$ cat src/rtl/spi_fc_pkg.sv
package spi_fc_pkg;

  typedef enum logic [0:0] {
    ST_IDLE  = 1'b0,
    ST_SHIFT = 1'b1
  } fc_state_e;

  localparam int unsigned RESET_WIDTH = 4;

endpackage

$ cat src/rtl/spi_fc_tick.sv
module spi_fc_tick #(
  parameter int DIV_W = 8
) (
  input  logic             clk,
  input  logic             rst_n,
  input  logic             run,
  input  logic             clr,
  input  logic [DIV_W-1:0] div,
  output logic             tick
);

  logic [DIV_W-1:0] cnt_q;
  logic [DIV_W-1:0] cnt_n;
  logic             cnt_en;

  always_comb begin
    cnt_n  = cnt_q;
    cnt_en = 1'b1;
    if (!run || clr) begin
      cnt_n = '0;
    end else if (cnt_q == div) begin
      cnt_n = '0;
    end else begin
      cnt_n = cnt_q + 1'b1;
    end
  end

  always_ff @(posedge clk or negedge rst_n) begin
    if (!rst_n) begin
      cnt_q <= '0;
    end else if (cnt_en) begin
      cnt_q <= cnt_n;
    end
  end

  assign tick = run && !clr && (cnt_q == div);

endmodule

$ cat src/rtl/spi_fc_shift.sv
module spi_fc_shift #(
  parameter int DATA_W = 32,
  parameter int SIZE_W = 6
) (
  input  logic              clk,
  input  logic              rst_n,
  input  logic              load,
  input  logic [SIZE_W-1:0] size,
  input  logic [DATA_W-1:0] tx_word,
  input  logic              rise,
  input  logic              fall,
  input  logic              miso,
  output logic              mosi,
  output logic [DATA_W-1:0] rx_word,
  output logic              last_bit
);

  localparam logic [SIZE_W-1:0] FULL = SIZE_W'(DATA_W);

  logic [DATA_W-1:0] tx_q, tx_n;
  logic [DATA_W-1:0] rx_q, rx_n;
  logic [SIZE_W-1:0] left_q, left_n;
  logic              sh_en;

  always_comb begin
    tx_n   = tx_q;
    rx_n   = rx_q;
    left_n = left_q;
    sh_en  = 1'b0;
    if (load) begin
      tx_n   = tx_word << (FULL - size);
      rx_n   = '0;
      left_n = size;
      sh_en  = 1'b1;
    end else if (rise) begin
      rx_n   = {rx_q[DATA_W-2:0], miso};
      left_n = left_q - 1'b1;
      sh_en  = 1'b1;
    end else if (fall && (left_q != '0)) begin
      tx_n   = {tx_q[DATA_W-2:0], 1'b0};
      sh_en  = 1'b1;
    end
  end

  always_ff @(posedge clk or negedge rst_n) begin
    if (!rst_n) begin
      tx_q   <= '0;
      rx_q   <= '0;
      left_q <= '0;
    end else if (sh_en) begin
      tx_q   <= tx_n;
      rx_q   <= rx_n;
      left_q <= left_n;
    end
  end

  assign mosi     = tx_q[DATA_W-1];
  assign rx_word  = rx_q;
  assign last_bit = (left_q == '0);

endmodule

$ cat src/rtl/spi_fc_frmctr.sv
module spi_fc_frmctr #(
  parameter int CNT_W = 16
) (
  input  logic             clk,
  input  logic             rst_n,
  input  logic             soft_clr,
  input  logic             load_cfg,
  input  logic [CNT_W-1:0] cfg_val,
  input  logic             dec,
  output logic             zero,
  output logic             exhaust
);

  logic [CNT_W-1:0] rem_q, rem_n;
  logic             rem_en;

  assign exhaust = dec && (rem_q == CNT_W'(1));
  assign zero    = (rem_q == '0);

  always_comb begin
    rem_n  = rem_q;
    rem_en = 1'b1;
    if (soft_clr) begin
      rem_n = CNT_W'(1);
    end else if (load_cfg) begin
      rem_n = cfg_val;
    end else if (exhaust) begin
      rem_n = cfg_val;
    end else if (dec && !zero) begin
      rem_n = rem_q - 1'b1;
    end else begin
      rem_en = 1'b0;
    end
  end

  always_ff @(posedge clk or negedge rst_n) begin
    if (!rst_n) begin
      rem_q <= CNT_W'(1);
    end else if (rem_en) begin
      rem_q <= rem_n;
    end
  end

endmodule

$ cat src/rtl/spi_fc_master.sv
module spi_fc_master
  import spi_fc_pkg::*;
#(
  parameter int DATA_W = 32,
  parameter int CNT_W  = 16,
  parameter int DIV_W  = 8,
  parameter int SIZE_W = $clog2(DATA_W + 1)
) (
  input  logic              clk,
  input  logic              rst_n,
  input  logic              soft_rst,
  input  logic              enable,
  input  logic              sustain,
  input  logic [CNT_W-1:0]  frame_count,
  input  logic              cfg_load,
  input  logic              size_wr,
  input  logic [SIZE_W-1:0] size_val,
  input  logic [DIV_W-1:0]  clk_div,
  input  logic              tx_valid,
  input  logic [DATA_W-1:0] tx_data,
  output logic              tx_pop,
  output logic              rx_wr,
  output logic [DATA_W-1:0] rx_data,
  output logic              sclk,
  output logic              mosi,
  input  logic              miso,
  output logic              cs_n,
  output logic              done_evt,
  output logic              rdy_evt,
  output logic              done_flag,
  output logic              rdy_flag
);

  localparam logic [SIZE_W-1:0] MAX_SIZE = SIZE_W'(DATA_W);
  localparam logic [SIZE_W-1:0] RST_SIZE = SIZE_W'(RESET_WIDTH);

  // reset: asserted asynchronously, released on the clock
  logic [1:0] rst_sync_q;
  logic       rst_i_n;

  always_ff @(posedge clk or negedge rst_n) begin
    if (!rst_n) begin
      rst_sync_q <= 2'b00;
    end else begin
      rst_sync_q <= {rst_sync_q[0], 1'b1};
    end
  end

  assign rst_i_n = rst_sync_q[1];

  // frame width register
  logic [SIZE_W-1:0] size_q, size_n;
  logic              size_en;

  always_comb begin
    size_n  = size_q;
    size_en = 1'b0;
    if (soft_rst) begin
      size_n  = RST_SIZE;
      size_en = 1'b1;
    end else if (size_wr && !enable && (size_val != '0) && (size_val <= MAX_SIZE)) begin
      size_n  = size_val;
      size_en = 1'b1;
    end
  end

  always_ff @(posedge clk or negedge rst_i_n) begin
    if (!rst_i_n) begin
      size_q <= RST_SIZE;
    end else if (size_en) begin
      size_q <= size_n;
    end
  end

  // sequencing state
  fc_state_e state_q, state_n;
  logic      sclk_q, sclk_n;
  logic      cs_n_q, cs_n_n;
  logic      dflag_q, dflag_n;
  logic      rflag_q, rflag_n;
  logic      devt_q, devt_n;
  logic      revt_q, revt_n;
  logic      rxwr_q, rxwr_n;

  logic tick, rise, fall, last_bit, frame_end;
  logic rem_zero, exhaust, start, running;

  assign running   = (state_q == ST_SHIFT);
  assign start     = (state_q == ST_IDLE) && enable && tx_valid && !rem_zero && !soft_rst;
  assign rise      = running && tick && !sclk_q && !soft_rst;
  assign fall      = running && tick &&  sclk_q && !soft_rst;
  assign frame_end = fall && last_bit;

  spi_fc_tick #(.DIV_W(DIV_W)) u_tick (
    .clk   (clk),
    .rst_n (rst_i_n),
    .run   (running && !soft_rst),
    .clr   (start),
    .div   (clk_div),
    .tick  (tick)
  );

  spi_fc_shift #(.DATA_W(DATA_W), .SIZE_W(SIZE_W)) u_shift (
    .clk      (clk),
    .rst_n    (rst_i_n),
    .load     (start),
    .size     (size_q),
    .tx_word  (tx_data),
    .rise     (rise),
    .fall     (fall),
    .miso     (miso),
    .mosi     (mosi),
    .rx_word  (rx_data),
    .last_bit (last_bit)
  );

  spi_fc_frmctr #(.CNT_W(CNT_W)) u_frmctr (
    .clk      (clk),
    .rst_n    (rst_i_n),
    .soft_clr (soft_rst),
    .load_cfg (cfg_load),
    .cfg_val  (frame_count),
    .dec      (frame_end),
    .zero     (rem_zero),
    .exhaust  (exhaust)
  );

  always_comb begin
    state_n = state_q;
    sclk_n  = sclk_q;
    cs_n_n  = cs_n_q;
    dflag_n = dflag_q;
    rflag_n = rflag_q;
    devt_n  = 1'b0;
    revt_n  = 1'b0;
    rxwr_n  = 1'b0;
    if (soft_rst) begin
      state_n = ST_IDLE;
      sclk_n  = 1'b0;
      cs_n_n  = 1'b1;
      dflag_n = 1'b0;
      rflag_n = 1'b0;
    end else begin
      unique case (state_q)
        ST_IDLE: begin
          if (start) begin
            state_n = ST_SHIFT;
            cs_n_n  = 1'b0;
            dflag_n = 1'b0;
            rflag_n = 1'b0;
          end else if (!enable) begin
            cs_n_n  = 1'b1;
          end
        end
        ST_SHIFT: begin
          if (rise) begin
            sclk_n = 1'b1;
          end else if (fall) begin
            sclk_n = 1'b0;
            if (last_bit) begin
              state_n = ST_IDLE;
              rxwr_n  = 1'b1;
              if (exhaust || !sustain) begin
                cs_n_n = 1'b1;
              end
              if (exhaust) begin
                devt_n  = 1'b1;
                revt_n  = 1'b1;
                dflag_n = 1'b1;
                rflag_n = 1'b1;
              end
            end
          end
        end
        default: state_n = ST_IDLE;
      endcase
    end
  end

  always_ff @(posedge clk or negedge rst_i_n) begin
    if (!rst_i_n) begin
      state_q <= ST_IDLE;
      sclk_q  <= 1'b0;
      cs_n_q  <= 1'b1;
      dflag_q <= 1'b0;
      rflag_q <= 1'b0;
      devt_q  <= 1'b0;
      revt_q  <= 1'b0;
      rxwr_q  <= 1'b0;
    end else begin
      state_q <= state_n;
      sclk_q  <= sclk_n;
      cs_n_q  <= cs_n_n;
      dflag_q <= dflag_n;
      rflag_q <= rflag_n;
      devt_q  <= devt_n;
      revt_q  <= revt_n;
      rxwr_q  <= rxwr_n;
    end
  end

  assign tx_pop    = start;
  assign rx_wr     = rxwr_q;
  assign sclk      = sclk_q;
  assign cs_n      = cs_n_q;
  assign done_evt  = devt_q;
  assign rdy_evt   = revt_q;
  assign done_flag = dflag_q;
  assign rdy_flag  = rflag_q;

endmodule

$ cat config.mk
export PLATFORM = sky130hd
export DESIGN_NAME = spi_fc_master
export DESIGN_NICKNAME = d
export VERILOG_FILES = /design/src/rtl/spi_fc_pkg.sv /design/src/rtl/spi_fc_tick.sv /design/src/rtl/spi_fc_shift.sv /design/src/rtl/spi_fc_frmctr.sv /design/src/rtl/spi_fc_master.sv
export SDC_FILE = /design/constraint.sdc
export NUM_CORES = 1
export LEC_CHECK = 0
export ABC_CLOCK_PERIOD_IN_PS = 4400
export BUFFER_PORTS_ARGS = -buffer_cell sky130_fd_sc_hd__buf_2
export CORE_AREA = 2 2 142 144
export DETAILED_ROUTE_END_ITERATION = 12
export DIE_AREA = 0 0 144 146
export SLEW_MARGIN = 40
export SYNTH_ARGS = -nofsm -noshare
export SYNTH_HDL_FRONTEND = slang
export SYNTH_SLANG_ARGS = --single-unit
$ cat constraint.sdc
create_clock -name clk -period 4.4 [get_ports clk]
set_clock_uncertainty 0.1 [all_clocks]
set_input_delay 0.22 -clock clk [delete_from_list [all_inputs] [get_ports clk]]
set_output_delay 0.22 -clock clk [all_outputs]
set_load 0.05 [all_outputs]
==> metrics.cfg <==
[logic_synthesis]
postSynthCellCount=695
synth_edf_count=0
synth.avg_cell_area_um2=9.62
syn_area_um2=6690
yosys-top-cells-area=dfrtp_1, mux2i_1, a22o_1
synth_common_cells=dfrtp_1, mux2i_1, nor2_1
synth_top_cell_area_share_pct=39.3
synth-main-ff-cell=dfrtp_1
syn-num-nets=772
synth_most_common_cell=dfrtp_1
synthArstFlopShare_pct=100
yosysTopAreaCell=dfrtp_1
ys_ff_latch=108
yosys_warnings=0
seq_area_frac_synth_pct=40.5
ys_types=64

[final_layout]
final_area_um2=7870
drive_gt1_share_pct=23.8
diodes=0
instances_no_fill=1059
syn2layout_area_growth_pct=17.7
fin_nets=866

[clock_tree]
htreeDepth=3
cts_max_path_buffers=2
post_cts_buffers=0
cts_tree=built
cts.sinks=108
path_clk_slew_ps=80
cts-root-buf=clkbuf_16
cts_resized=0
clk_latency_ps=370
cts_inserted_buffers=9

[power_and_ir_drop]
power.ir.vdd_worst_v=0.000218
switching_share_pct=32.4
power_density_nw_per_um2=323
switchingPower_w=0.000822
clkPwrFrac_pct=33.7
combPwrFrac_pct=20.9
internal_power_w=0.00172
p_seq_share_pct=45.3
p_leak_nw=3.52

[sta]
setup_tns_ps=0
grt_setup_unrepaired=no
slew_headroom_pct=49.3
final-max-slew-violation-count=0
max_freq_mhz=302
finalCritPeriodShare_pct=75.1
hold_viol_final=0
setup_viol=0
tightest_slew_ps=754
finalCriticalPeriod_ps=3310

[floorplan]
die_w_um=144
dieArea_um2=21000
fp.coreArea_um2=19300
io-pin-count=112
initial_core_util_pct=34.6
die_y_um=146
row_count=51

[placed_design]
place_area_um2=7480
dp_cells=1037
dp_hpwl_mm=13.1
gp_congestion=0.863
port_buffers=111

[critical_path]
crit_family=simple AND/OR/NAND/NOR gates
crit_type=reg2reg
arrival_ps=3450
cp-start-kind=register
end_kind=register
crit_top_cell=nand2b_1
critPathBufInv=1
crit_required_ps=4550
cp_cell_sequence=inv_2 -> ha_1 -> or3b_2 -> nand2b_1 -> o31a_1 -> nand2b_1 -> a211oi_1 -> o32a_1
max_stage_delay_ps=580
cp_slowest_cell=nand2b_1
cp_max_fo=18

[routing]
drc_errors=0
vias=5879
wl_mm=18.1
drt_iter0_markers=486
vias_per_cell=5.55
drt_pass1_iterations=6
antenna_left=0
wl_per_cell_um=17.1

[grt]
first_global_vias=5724
grt_max_degree=39
grt_usage_pct=17.6
grt_pass1_wl_mm=29.9
antenna_found_initial=0
grt-ovfl-total=0

[run]
drv_cap=0

[worst_hold_path]
hold_class=in2reg

[run_status]
status=finished, final reports clean

[metrics by stage]
stage | hold WS, ps | setup slack [ps] | util (%) | power (W)
2_1_floorplan | -176 | 970 | - | 0.00152
3_3_place_gp | -93.0 | 1160 | 38.6 | 0.00168
3_5_place_dp | -90.2 | 1080 | 38.7 | 0.00169
4_1_cts | 15.0 | 1070 | 40.6 | 0.00256
5_1_grt | 42.6 | 904 | 40.7 | 0.00267
6_report | 30.2 | 1090 | 40.7 | 0.00254
[worst paths after layout]
kind	start	to	slack, ps	cells after the start
worst min-delay path	size_val[4]	size_q[4]$_DFFE_PN0P_	30	3
max in group asynchronous	rst_sync_q[1]$_DFF_PN0_	u_shift.rx_word[4]$_DFFE_PN0P_	3080	1
min in group asynchronous	rst_n	rst_sync_q[1]$_DFF_PN0_	70	2
worst max-delay path	size_q[0]$_DFFE_PN0P_	u_shift.tx_q[18]$_DFFE_PN0P_	1090	8
worst min register to register	rst_sync_q[1]$_DFF_PN0_	size_q[1]$_DFFE_PN0P_	220	0
worst max register to register	size_q[0]$_DFFE_PN0P_	u_shift.tx_q[18]$_DFFE_PN0P_	1090	8
[cell families (layout without fill, tap and decap cells)]
group	after synthesis	in the layout	synth area share [%]
AO/OA/AOI/OAI	207	207	21.1
XOR/XNOR	18	18	2.36
adder cells (fa/ha/maj)	6	6	1.12
buffers and inverters	73	172	4.64
flip-flops	108	108	40.5
multiplexers	89	89	15.8
other	1	1	0.0561
AND/OR/NAND/NOR	193	193	14.4
[tightest hold or removal path, cell delays in order]
cell,delay (ps)
buf_2,100
nand2_1,70
a21oi_1,60
[flip-flops by register name, summed over array words and instances (netlist names), 2 cells and up]
signal	cells
u_shift.rx_word	32
u_shift.tx_q	32
u_frmctr.rem_q	16
u_tick.cnt_q	8
size_q	6
u_shift.left_q	6
rst_sync_q	2
[power groups by stage]
stage / sequential, W / combinational, W / clock, W
global placement: 0.00117 / 0.000517 / 0
finish: 0.00115 / 0.000531 / 0.000857
detailed placement: 0.00117 / 0.000522 / 0
CTS: 0.00115 / 0.000527 / 0.000878
floorplan: 0.00116 / 0.000360 / 0
global route: 0.00116 / 0.000587 / 0.000916
[per-layer routing]
layer  vias to the layer above  GRT usage, %  share of wire, %
li1                       2782             -                 -
met3                        20          2.90               5.6
met4                         0          4.17               1.3
met1                      2876          26.3                48
met5                         -             0                 0
met2                       201          26.5                45
[cell usage in the layout (no fill, tap or decap), types with 3 or more instances in the layout]
| master | n |
|---|---|
| a211oi_1 | 6 |
| a21oi_1 | 41 |
| a222oi_1 | 5 |
| a22o_1 | 32 |
| a31oi_1 | 7 |
| and2_1 | 3 |
| and3_1 | 6 |
| buf_2 | 111 |
| buf_4 | 13 |
| clkbuf_16 | 9 |
| dfrtp_1 | 104 |
| dfstp_2 | 3 |
| dlygate4sd3_1 | 6 |
| ha_1 | 6 |
| inv_1 | 23 |
| mux2_2 | 13 |
| mux2i_1 | 64 |
| mux4_2 | 12 |
| nand2_1 | 33 |
| nand2b_1 | 12 |
| nand3_1 | 18 |
| nand3b_1 | 6 |
| nand4_1 | 3 |
| nor2_1 | 64 |
| nor2b_1 | 3 |
| nor3_1 | 14 |
| nor4_1 | 7 |
| o211ai_1 | 6 |
| o21a_1 | 11 |
| o21ai_0 | 48 |
| o21bai_1 | 4 |
| o221a_2 | 3 |
| o22a_1 | 5 |
| o22ai_1 | 16 |
| o32a_1 | 3 |
| or2_2 | 4 |
| or3_1 | 6 |
| xor2_1 | 15 |
[layout make-up]
cell class | instances | area [um2]
Sequential cell | 108 | 2710
Timing Repair Buffer | 130 | 713
Multi-Input combinational cell | 514 | 3700
Clock buffer | 9 | 225
Inverter | 26 | 97.6
Fill cell | 1945 | 11500
Clock inverter | 7 | 86.3
Tap cell | 265 | 332
[repair_timing]
item / 4_1_cts / 5_1_grt
endpoints found under the hold margin: 7 / 0
hold buffers: 6 / 0
setup endpoints to repair: 0 / 0
Power figures use the tool's default switching activity.
